$ cat src/rtl/xonxoff_flow_ctl.sv
module xonxoff_flow_ctl #(
  parameter int CW = 8,
  parameter int LW = 8,
  parameter logic [5:0] IRQ_CODE = 6'h10
) (
  input  logic          clk,
  input  logic          rst_n,
  input  logic [CW-1:0] cfg_xon1,
  input  logic [CW-1:0] cfg_xoff1,
  input  logic [CW-1:0] cfg_xon2,
  input  logic [CW-1:0] cfg_xoff2,
  input  logic [3:0]    cfg_flow,
  input  logic          cfg_any_resume,
  input  logic          rx_valid,
  input  logic [CW-1:0] rx_byte,
  output logic          rx_out_valid,
  output logic [CW-1:0] rx_out_byte,
  output logic          tx_hold,
  input  logic [LW-1:0] rx_level,
  input  logic [LW-1:0] lvl_hi,
  input  logic [LW-1:0] lvl_lo,
  output logic          ins_req,
  output logic [CW-1:0] ins_char,
  input  logic          ins_ack,
  output logic          xoff_sent,
  output logic          irq,
  output logic [5:0]    irq_code,
  input  logic          irq_ack
);
  localparam logic [1:0] M_OFF = 2'b00, M_P2 = 2'b01, M_P1 = 2'b10, M_BOTH = 2'b11;

  wire [1:0] rmode = cfg_flow[1:0];
  wire [1:0] tmode = cfg_flow[3:2];

  wire is_on1  = rx_byte == cfg_xon1;
  wire is_off1 = rx_byte == cfg_xoff1;
  wire is_on2  = rx_byte == cfg_xon2;
  wire is_off2 = rx_byte == cfg_xoff2;

  logic pend_on, pend_off;
  logic on_evt, off_evt, eat, nxt_pon, nxt_poff;

  always_comb begin
    on_evt = 1'b0; off_evt = 1'b0; eat = 1'b0; nxt_pon = 1'b0; nxt_poff = 1'b0;
    if (rx_valid) begin
      case (rmode)
        M_P1: begin on_evt = is_on1; off_evt = is_off1; eat = is_on1 | is_off1; end
        M_P2: begin on_evt = is_on2; off_evt = is_off2; eat = is_on2 | is_off2; end
        M_BOTH: begin
          if (pend_on && is_on2)        begin on_evt = 1'b1; eat = 1'b1; end
          else if (pend_off && is_off2) begin off_evt = 1'b1; eat = 1'b1; end
          else if (is_on1)              begin nxt_pon = 1'b1; eat = 1'b1; end
          else if (is_off1)             begin nxt_poff = 1'b1; eat = 1'b1; end
        end
        default: ;
      endcase
    end
  end

  always_ff @(posedge clk) begin
    if (!rst_n) begin
      pend_on <= 1'b0; pend_off <= 1'b0; tx_hold <= 1'b0;
      rx_out_valid <= 1'b0; rx_out_byte <= '0; irq <= 1'b0;
    end else begin
      if (rmode != M_BOTH) begin
        pend_on <= 1'b0; pend_off <= 1'b0;
      end else if (rx_valid) begin
        pend_on <= nxt_pon; pend_off <= nxt_poff;
      end
      if (rmode == M_OFF) tx_hold <= 1'b0;
      else if (off_evt) tx_hold <= 1'b1;
      else if (on_evt || (cfg_any_resume && rx_valid)) tx_hold <= 1'b0;
      rx_out_valid <= rx_valid && !eat;
      if (rx_valid) rx_out_byte <= rx_byte;
      if (on_evt || off_evt) irq <= 1'b1;
      else if (irq_ack) irq <= 1'b0;
    end
  end

  assign irq_code = irq ? IRQ_CODE : 6'h00;

  logic tx_step, tx_kind;
  wire [CW-1:0] off_first = (tmode == M_P2) ? cfg_xoff2 : cfg_xoff1;
  wire [CW-1:0] on_first  = (tmode == M_P2) ? cfg_xon2  : cfg_xon1;

  always_ff @(posedge clk) begin
    if (!rst_n) begin
      ins_req <= 1'b0; ins_char <= '0; tx_step <= 1'b0; tx_kind <= 1'b0; xoff_sent <= 1'b0;
    end else if (tmode == M_OFF) begin
      ins_req <= 1'b0; tx_step <= 1'b0; xoff_sent <= 1'b0;
    end else if (ins_req) begin
      if (ins_ack) begin
        if (tmode == M_BOTH && !tx_step) begin
          tx_step  <= 1'b1;
          ins_char <= tx_kind ? cfg_xoff2 : cfg_xon2;
        end else begin
          ins_req   <= 1'b0;
          tx_step   <= 1'b0;
          xoff_sent <= tx_kind;
        end
      end
    end else if (rx_level > lvl_hi && !xoff_sent) begin
      ins_req <= 1'b1; tx_kind <= 1'b1; ins_char <= off_first;
    end else if (rx_level < lvl_lo && xoff_sent) begin
      ins_req <= 1'b1; tx_kind <= 1'b0; ins_char <= on_first;
    end
  end
endmodule


$ cat config.mk
export PLATFORM = sky130hd
export DESIGN_NAME = xonxoff_flow_ctl
export DESIGN_NICKNAME = d
export VERILOG_FILES = /design/src/rtl/xonxoff_flow_ctl.sv
export SDC_FILE = /design/constraint.sdc
export NUM_CORES = 1
export LEC_CHECK = 0
export BUFFER_PORTS_ARGS = -buffer_cell sky130_fd_sc_hd__buf_2
export CELL_PAD_IN_SITES_DETAIL_PLACEMENT = 0
export CELL_PAD_IN_SITES_GLOBAL_PLACEMENT = 2
export CORE_MARGIN = 1
export CORE_UTILIZATION = 26
export DETAILED_ROUTE_END_ITERATION = 10
export MAX_ROUTING_LAYER = met4
export PLACE_DENSITY = 0.9
export SLEW_MARGIN = 20
export SYNTH_ARGS = -nofsm -noshare
export SYNTH_HDL_FRONTEND = slang
export SYNTH_SLANG_ARGS = --single-unit
$ cat constraint.sdc
create_clock -name clk -period 2.9 [get_ports clk]
set_clock_uncertainty 0.1 [all_clocks]
set_input_delay 0.145 -clock clk [delete_from_list [all_inputs] [get_ports clk]]
set_output_delay 0.145 -clock clk [all_outputs]
set_load 0.05 [all_outputs]
# After elaboration in Yosys (flattened, before gate mapping)
# Index checks and enable logic that the tools add are counted.
dict set report totals {
  register_bits 25
  in_bits 74
  out_inout_bits 27
}
dict set report classes {
  order_cmp 2
  eq_ne 12
  n_mux 41
  bitwise 6
  n_reduce_logical 25
}
# cell n
set ops {}
lappend ops {{8-bit 2-to-1 mux} 8}
lappend ops {{8-bit == test} 4}
lappend ops {{1-bit 2-to-1 mux} 29}
lappend ops {{1-bit one-hot mux with 3 select lines} 3}
lappend ops {{8-bit > comparator} 1}
lappend ops {{8-bit < comparator} 1}
lappend ops {{1-bit logical AND} 7}
lappend ops {{2-bit == test, second input constant} 3}
lappend ops {{3-bit AND reduction} 2}
lappend ops {{2-bit nonzero test} 3}
lappend ops {{2-bit OR reduction} 3}
lappend ops {{5-bit 2-to-1 mux} 1}
lappend ops {{2-bit by 1-bit == test with 1-bit output, second input constant} 2}
lappend ops {{2-bit zero test} 2}
lappend ops {{2-bit by 1-bit inequality test with 1-bit output, second input constant} 2}
lappend ops {{1-bit inverter} 4}
lappend ops {{4-bit AND reduction} 1}
lappend ops {{1-bit zero test} 3}
lappend ops {{3-bit nonzero test} 1}
lappend ops {{1-bit logical OR} 2}
lappend ops {{2-bit inequality test, second input constant} 1}
lappend ops {{1-bit OR} 2}
lappend ops {{2-bit AND reduction} 1}

# Logic depth before layout (Yosys ltp)
# Gate-level depths: netlist of run 1.
dict set report depth {
  depth_word 9
  mapped_depth 9
}

# Least setup slack after synthesis of run 1
# No wires, ideal clock.
dict set report synth_path {
  path_type {input to register}
  from {input lvl_hi[1]}
  to {register ins_char[6]}
  setup_time_ns 0.086
  arrival_ns 1.943
  t_required_ns 2.714
  path_slack_ns 0.771
  path_stages 9
  path_cell_list {inv_1 ha_1 nor2b_1 o211a_1 o31ai_4 or2_1 buf_6 mux2_4 a211oi_1}
}
dict set report synth_between {
  elab_chain_len 4
  elab_cells_between_ends 6
  cone_classes {order compare (1); mux (2); reduce/logical (3)}
}
# element line
set synth_lines {}
lappend synth_lines {{start: declaration} 20} ;# input logic [LW-1:0] lvl_hi,
lappend synth_lines {{8-bit > comparator (*)} 102} ;# end else if (rx_level > lvl_hi && !xoff_sent) begin
lappend synth_lines {{1-bit logical AND (*)} 102}
lappend synth_lines {{3-bit nonzero test (no line) / 8-bit 2-to-1 mux (equally long branches)} -}
lappend synth_lines {{4-bit AND reduction (no line) / 8-bit 2-to-1 mux (equally long branches)} -}
lappend synth_lines {{end signal: assignment} 95} ;# ins_char <= tx_kind ? cfg_xoff2 : cfg_xon2;
lappend synth_lines {{end: declaration} 23} ;# output logic [CW-1:0] ins_char,
# Mark *: on every way between the ends. The rest lies on a longest branch, timed or not.
# A chain may end at the register's enable or synchronous reset.

# Worst setup path in the final report of run 1
dict set report layout_path {
  from {input rx_level[7]}
  to {register ins_char[7]}
}
dict set report layout_between {
  elab_chain_len 4
  elab_cells_between_ends 8
  cone_classes {order compare (2); mux (2); reduce/logical (4)}
}
# element line
set layout_lines {}
lappend layout_lines {{start: declaration} 19} ;# input logic [LW-1:0] rx_level,
lappend layout_lines {{8-bit > comparator / 8-bit < comparator (equally long branches)} {102, 104}}
lappend layout_lines {{1-bit logical AND (on tied branches)} {102, 104}}
lappend layout_lines {{3-bit nonzero test (no line) / 8-bit 2-to-1 mux (equally long branches)} -}
lappend layout_lines {{4-bit AND reduction (no line) / 8-bit 2-to-1 mux (equally long branches)} -}
# Parallel ways exist; a longest one is shown, timed or not.

==> results_dict.tcl, run 1 <==
set metrics [dict create \
    synthFlopType "dfxtp_1" \
    rows 34 \
    drt_first_iter_violations 88 \
    antenna_cells 0 \
    critPathArrivalTime_ns 2.08 \
    grt_overflow_total 0 \
    max_freq_mhz 499 \
    r2r.worst_path.cells 3 \
    wl_um 7240 \
    netlist_area_mm2 0.00237 \
    netlist_instances 297 \
    fin_crit_sh_pct 69.1 \
    finalSetupViolations 0 \
    cts_tree "yes" \
    worst_pin_slew_ns 0.736 \
    most-common-layout-cells "buf_2 (95), nor2_1 (40), xor2_1 (32)" \
    core_mm2 0.00876 \
    synth_enable_flop_cells 0 \
    startpoint_type "primary input" \
    status "finished, final reports clean" \
    syn_avg_cell_area_um2 7.98 \
    track_usage_pct 15.7 \
    fp.dieW_um 97.5 \
    nNetsFinal 470 \
    h-tree-depth 1 \
    start_util_pct 27.1 \
    cts_root_buf "clkbuf_8" \
    routedWlPerCell_um 14.8 \
    clkLatencyLatePin_ns 0.26 \
    ir_worst_vdd_mv 0.121 \
    synth_warnings 0 \
    hold_violations 0 \
    viasPerCell 4.92 \
    p_leak_nw 1.39 \
    ys_types 46 \
    worst-path-max-fanout 9 \
    async_flop_share_pct 0 \
    grt_pass1_vias 2424 \
    clk_pin_slew_ns 0.09 \
    min_period_ns 2.00 \
    cts_max_path_buffers 2 \
    max-slew-margin-rel_pct 50.9 \
    grt_pass1_wl_um 11900 \
    cts_hold_buf 0 \
    drive_above_1_share_pct 29.7 \
    die_h_um 97.5 \
    critical_path_required_ns 2.97 \
    antenna_found_initial 0 \
    synth-seq-area-share_pct 21.1 \
    clkSinkCount 25 \
    finalMaxSlewViolations 0 \
    setup_tns_ns 0 \
    maxCapViolations 0 \
    num_vias 2402 \
    grt_max_degree 33 \
    min_path_cells 2 \
    post_cts_buffers 0 \
    dp_hpwl_um 5960 \
    power_mw 1.13 \
    drc 0 \
    drtAntennaViolNets 0 \
    numPortBuffers 95 \
    p_per_area_mw_per_mm2 383 \
    rsz0062_at_grt "no" \
    io_pins 101 \
    end_kind "flop" \
    area_growth_pct 24.5 \
    dr.pass1.iters 4 \
    hp-class "primary input to flop" \
    worstSetupPathType "primary input to flop" \
    final_common_cell "buf_2" \
    cts.repair.resized 0 \
    gp_congestion 0.829 \
    numCtsBuffers 3 \
    ys_ff_latch 25 \
    die_area_mm2 0.00951 \
]
[Yosys cell counts (2+ instances only)]
master | instances | area, µm²
ha_1 | 15 | 188
nor2b_1 | 2 | 12.5
a221o_1 | 8 | 80.1
o211ai_1 | 2 | 15.0
buf_1 | 2 | 7.51
nor4_1 | 15 | 93.8
nand2_1 | 12 | 45.0
nand3_1 | 2 | 10.0
a31oi_1 | 2 | 12.5
buf_4 | 6 | 45.0
o21a_1 | 2 | 15.0
mux2i_1 | 17 | 170
a21oi_1 | 8 | 40.0
nand2b_1 | 4 | 25.0
and4_4 | 2 | 22.5
nand4_1 | 2 | 12.5
dfxtp_1 | 25 | 500
and2_1 | 8 | 50.1
clkbuf_1 | 14 | 52.6
a211oi_1 | 27 | 203
a32o_1 | 2 | 20.0
nor2_1 | 40 | 150
xor2_1 | 32 | 280
nor3_1 | 4 | 20.0
o21ai_0 | 5 | 25.0
inv_1 | 19 | 71.3
[final cells by class]
class	instances	area [µm²]
multi-input combinational	233	1700
fill	956	5810
sequential	25	500
timing repair buffer	98	498
inverter	20	75.1
clock buffer	4	45.0
tap	108	135
[critical path, cell delays in order]
cell      delay (ns)
buf_2           0.11
ha_1            0.31
nand2_1         0.07
o21ai_2         0.22
nor2_2          0.06
buf_4           0.17
or2_1           0.38
a221o_1         0.38
a211oi_1        0.22
[registers in the layout, indices dropped and copies added, names as in the netlist]
name and count:
tx_kind 1, xoff_sent 1, rx_out_valid 1, irq 1, pend_on 1, pend_off 1
tx_step 1, ins_char 8, tx_hold 1, rx_out_byte 8, ins_req 1
[metal layers]
metal  vias up  wire length, µm  track usage (%)
met2        56             3370             25.3
li1       1217                -                -
met5         -                0                -
met3         8              210             1.80
met1      1121             3580             20.9
met4         0               85             4.19
[final timing paths]
kind | from | endpoint | slack [ns]
max | rx_level[7] | ins_char[7]$_SDFFE_PN0P_ | 0.90
min | cfg_flow[1] | rx_out_valid$_SDFF_PN0_ | 0.02
max reg2reg | tx_kind$_SDFFE_PN0P_ | ins_char[3]$_SDFFE_PN0P_ | 1.10
min reg2reg | pend_on$_SDFFE_PP0P_ | pend_on$_SDFFE_PP0P_ | 0.38
[metrics by stage]
stage	hold slack (ns)	worst slack, ns	instance area (µm²)	std cells	utilization [%]
2_1_floorplan	0.139	0.771	2390	301	-
3_3_place_gp	0.318	0.690	2900	484	33.1
3_5_place_dp	0.313	0.615	2900	484	33.1
4_1_cts	0.0119	0.892	2950	488	33.6
5_1_grt	0.0416	0.743	2950	488	33.7
6_report	0.0233	0.895	2950	488	33.7
[power breakdown]
group          leakage, nW  switching, mW  total, mW  internal [mW]
combinational         1.16          0.326      0.525          0.199
clock               0.0228          0.111      0.210         0.0984
sequential           0.205         0.0260      0.397          0.371
[cell families (layout without fill, tap and decap cells)]
kind of cell	count (synthesis)	after routing	synth area share (%)
muxes	18	18	7.81
AOI/OAI and AO/OA	67	67	23.1
buffers and inverters	43	122	8.07
other	1	5	0.158
and+or+nand+nor	96	96	20.1
DFF	25	25	21.1
adders and majority gates	15	15	7.92
xor gates and xnor gates	32	32	11.8
Power figures use the tool's default switching activity.
==> inputs of run 2 (changes only) <==
--- a/config.mk
+++ b/config.mk
@@ -9,10 +9,10 @@
 export CELL_PAD_IN_SITES_DETAIL_PLACEMENT = 0
 export CELL_PAD_IN_SITES_GLOBAL_PLACEMENT = 2
 export CORE_MARGIN = 1
-export CORE_UTILIZATION = 26
+export CORE_UTILIZATION = 24
 export DETAILED_ROUTE_END_ITERATION = 10
 export MAX_ROUTING_LAYER = met4
-export PLACE_DENSITY = 0.9
+export PLACE_DENSITY = 0.88
 export SLEW_MARGIN = 20
 export SYNTH_ARGS = -nofsm -noshare
 export SYNTH_HDL_FRONTEND = slang
==> constraint.sdc (replaced) <==
create_clock -name clk -period 1.8 [get_ports clk]
set_clock_uncertainty 0.1 [all_clocks]
set_input_delay 0.09 -clock clk [delete_from_list [all_inputs] [get_ports clk]]
set_output_delay 0.09 -clock clk [all_outputs]
set_load 0.05 [all_outputs]
==> results_dict.tcl, run 2 (same netlist as run 1, synthesis figures left out) <==
set metrics [dict create \
    worst-path-max-fanout 4 \
    track_usage_pct 15.3 \
    drt_first_iter_violations 105 \
    antenna_cells 0 \
    stdcell_count 534 \
    fillCellCount 996 \
    die_area_mm2 0.0103 \
    drc 0 \
    fp.dieW_um 101 \
    p_seq_share_pct 31.1 \
    viasPerCell 4.78 \
    clk_pin_slew_ns 0.09 \
    core_mm2 0.00942 \
    placedCellCount 524 \
    status "finished, violations left" \
    start_util_pct 25.2 \
    crit_slowest_cell "a221o_1" \
    cts_root_buf "clkbuf_8" \
    rsz0062_at_grt "yes" \
    switchingPower_mw 0.835 \
    finalMaxSlewViolations 0 \
    cp_common_cell "buf_6" \
    dp_hpwl_um 6350 \
    rows 35 \
    r2r_setup_slack_ns 0.01 \
    max_freq_mhz 551 \
    io_pins 101 \
    min_period_ns 1.81 \
    nNetsFinal 495 \
    finalSetupViolations 2 \
    p_per_area_mw_per_mm2 584 \
    met2_usage_pct 24.6 \
    numPortBuffers 95 \
    drtAntennaViolNets 0 \
    area_growth_pct 48.5 \
    ir_worst_vdd_mv 0.199 \
    numCtsBuffers 3 \
    fin_area_mm2 0.00352 \
    swShare_pct 40.6 \
    grt_pass1_vias 2436 \
    hp-class "primary input to flop" \
    end_kind "flop" \
    antenna_found_initial 0 \
    startpoint_type "primary input" \
    grt_overflow_total 0 \
    cpPeakStageDelay_ns 0.34 \
    fin_crit_sh_pct 101 \
    worst_pin_slew_ns 0.495 \
    met1_usage_pct 20.2 \
    clkLatencyLatePin_ns 0.28 \
    critical_path_required_ns 1.89 \
    comb_power_share_pct 52.0 \
    largest_registers "ins_char: 8 flops, rx_out_byte: 8 flops" \
    routedWlPerCell_um 14.7 \
    worstSetupPathType "primary input to flop" \
    top_usage_layer "met2" \
    use_met3_pct 1.66 \
    cts_max_path_buffers 2 \
    clkSinkCount 25 \
    path_buf_inv 3 \
    cts_tree "yes" \
    final_common_cell "buf_2" \
    p_leak_nw 1.57 \
    dpl_cell_area_mm2 0.00324 \
    hold_violations 0 \
    fin_util_pct 37.4 \
    grt_pass1_wl_um 11900 \
    gp_congestion 0.833 \
    h-tree-depth 1 \
    wl_um 7840 \
    cp_cell_sequence "buf_6, inv_2, ha_4, and4_4, a21oi_4, o31ai_4, or2_4, buf_6, a221o_1, a211oi_2" \
    maxCapViolations 0 \
    critPathArrivalTime_ns 1.91 \
    fin_hold_ws_ns 0.0512 \
    violations "setup timing" \
    num_vias 2555 \
    dr.pass1.iters 4 \
    power_frac_clock_pct 16.8 \
    most-common-layout-cells "buf_2 (88), nor2_1 (40), xor2_1 (32)" \
    grt_max_degree 21 \
    worst_slack_ns -0.0146 \
    die_h_um 101 \
    max-slew-margin-rel_pct 66.6 \
    crit_family "compound AO/OA/AOI/OAI gates" \
    p_int_mw 1.22 \
    drive_above_1_share_pct 42.5 \
]
run 2: cell count changes in the layout (fill, tap and decap cells not counted), sizes merged:
cell         before  now
buf              98  121
dlygate4sd3       0    2
run 2: area by class of cell:
class	count	area, µm²	area share (%)
well taps	129	161	4.58
clock buffers	4	45.0	1.28
flip-flops and latches	25	503	14.3
inverters	20	92.6	2.63
repair buffers	123	820	23.3
multi-input cells	233	1900	53.9
run 2: final timing paths:
check,from,end,cells past startpoint
worst max-delay path,lvl_hi[5],ins_char[0]$_SDFFE_PN0P_,10
worst min register to register,pend_on$_SDFFE_PP0P_,pend_on$_SDFFE_PP0P_,2
worst max register to register,xoff_sent$_SDFFE_PP0P_,ins_char[0]$_SDFFE_PN0P_,6
worst min-delay path,rst_n,tx_kind$_SDFFE_PN0P_,2
run 2: worst register-to-register path, stage by stage, from the launching register on:
cell and delay, ns:
dfxtp_2 0.36, a21oi_4 0.14, o31ai_4 0.11, or2_4 0.30, buf_6 0.13, a221o_1 0.34, a211oi_2 0.24
run 2: layer usage:
metal / vias to the layer above / part of all wire (%)
met2: 92 / 47
met3: 9 / 5.2
met5: - / 0
met1: 1184 / 46
li1: 1270 / -
met4: 0 / 1.6
run 2: what timing repair did:
item | CTS | global route
pin swaps | 9 | 17
endpoints found under the hold margin | 2 | 0
setup buffers | 1 | 4
hold buffers | 2 | 0
gates resized for setup | 13 | 25
endpoints found under the setup margin | 8 | 8
run 2: per-stage QoR:
step           total power [mW]  setup TNS (ns)  setup WS, ns
2_1_floorplan              1.27          -0.378        -0.138
3_3_place_gp               1.58           -2.26        -0.260
3_5_place_dp               1.59           -2.93        -0.355
4_1_cts                    1.97       -0.000919     -0.000919
5_1_grt                    2.17          -0.323       -0.0651
6_report                   2.06         -0.0205       -0.0146
run 2: power groups by stage:
stage                     Combinational (mW)  Clock [mW]  Sequential (mW)
after floorplan                        0.495           0            0.776
after global placement                 0.931           0            0.652
after detailed placement               0.944           0            0.651
after CTS                              0.983       0.351            0.639
after global routing                    1.15       0.376            0.647
final                                   1.07       0.346            0.640
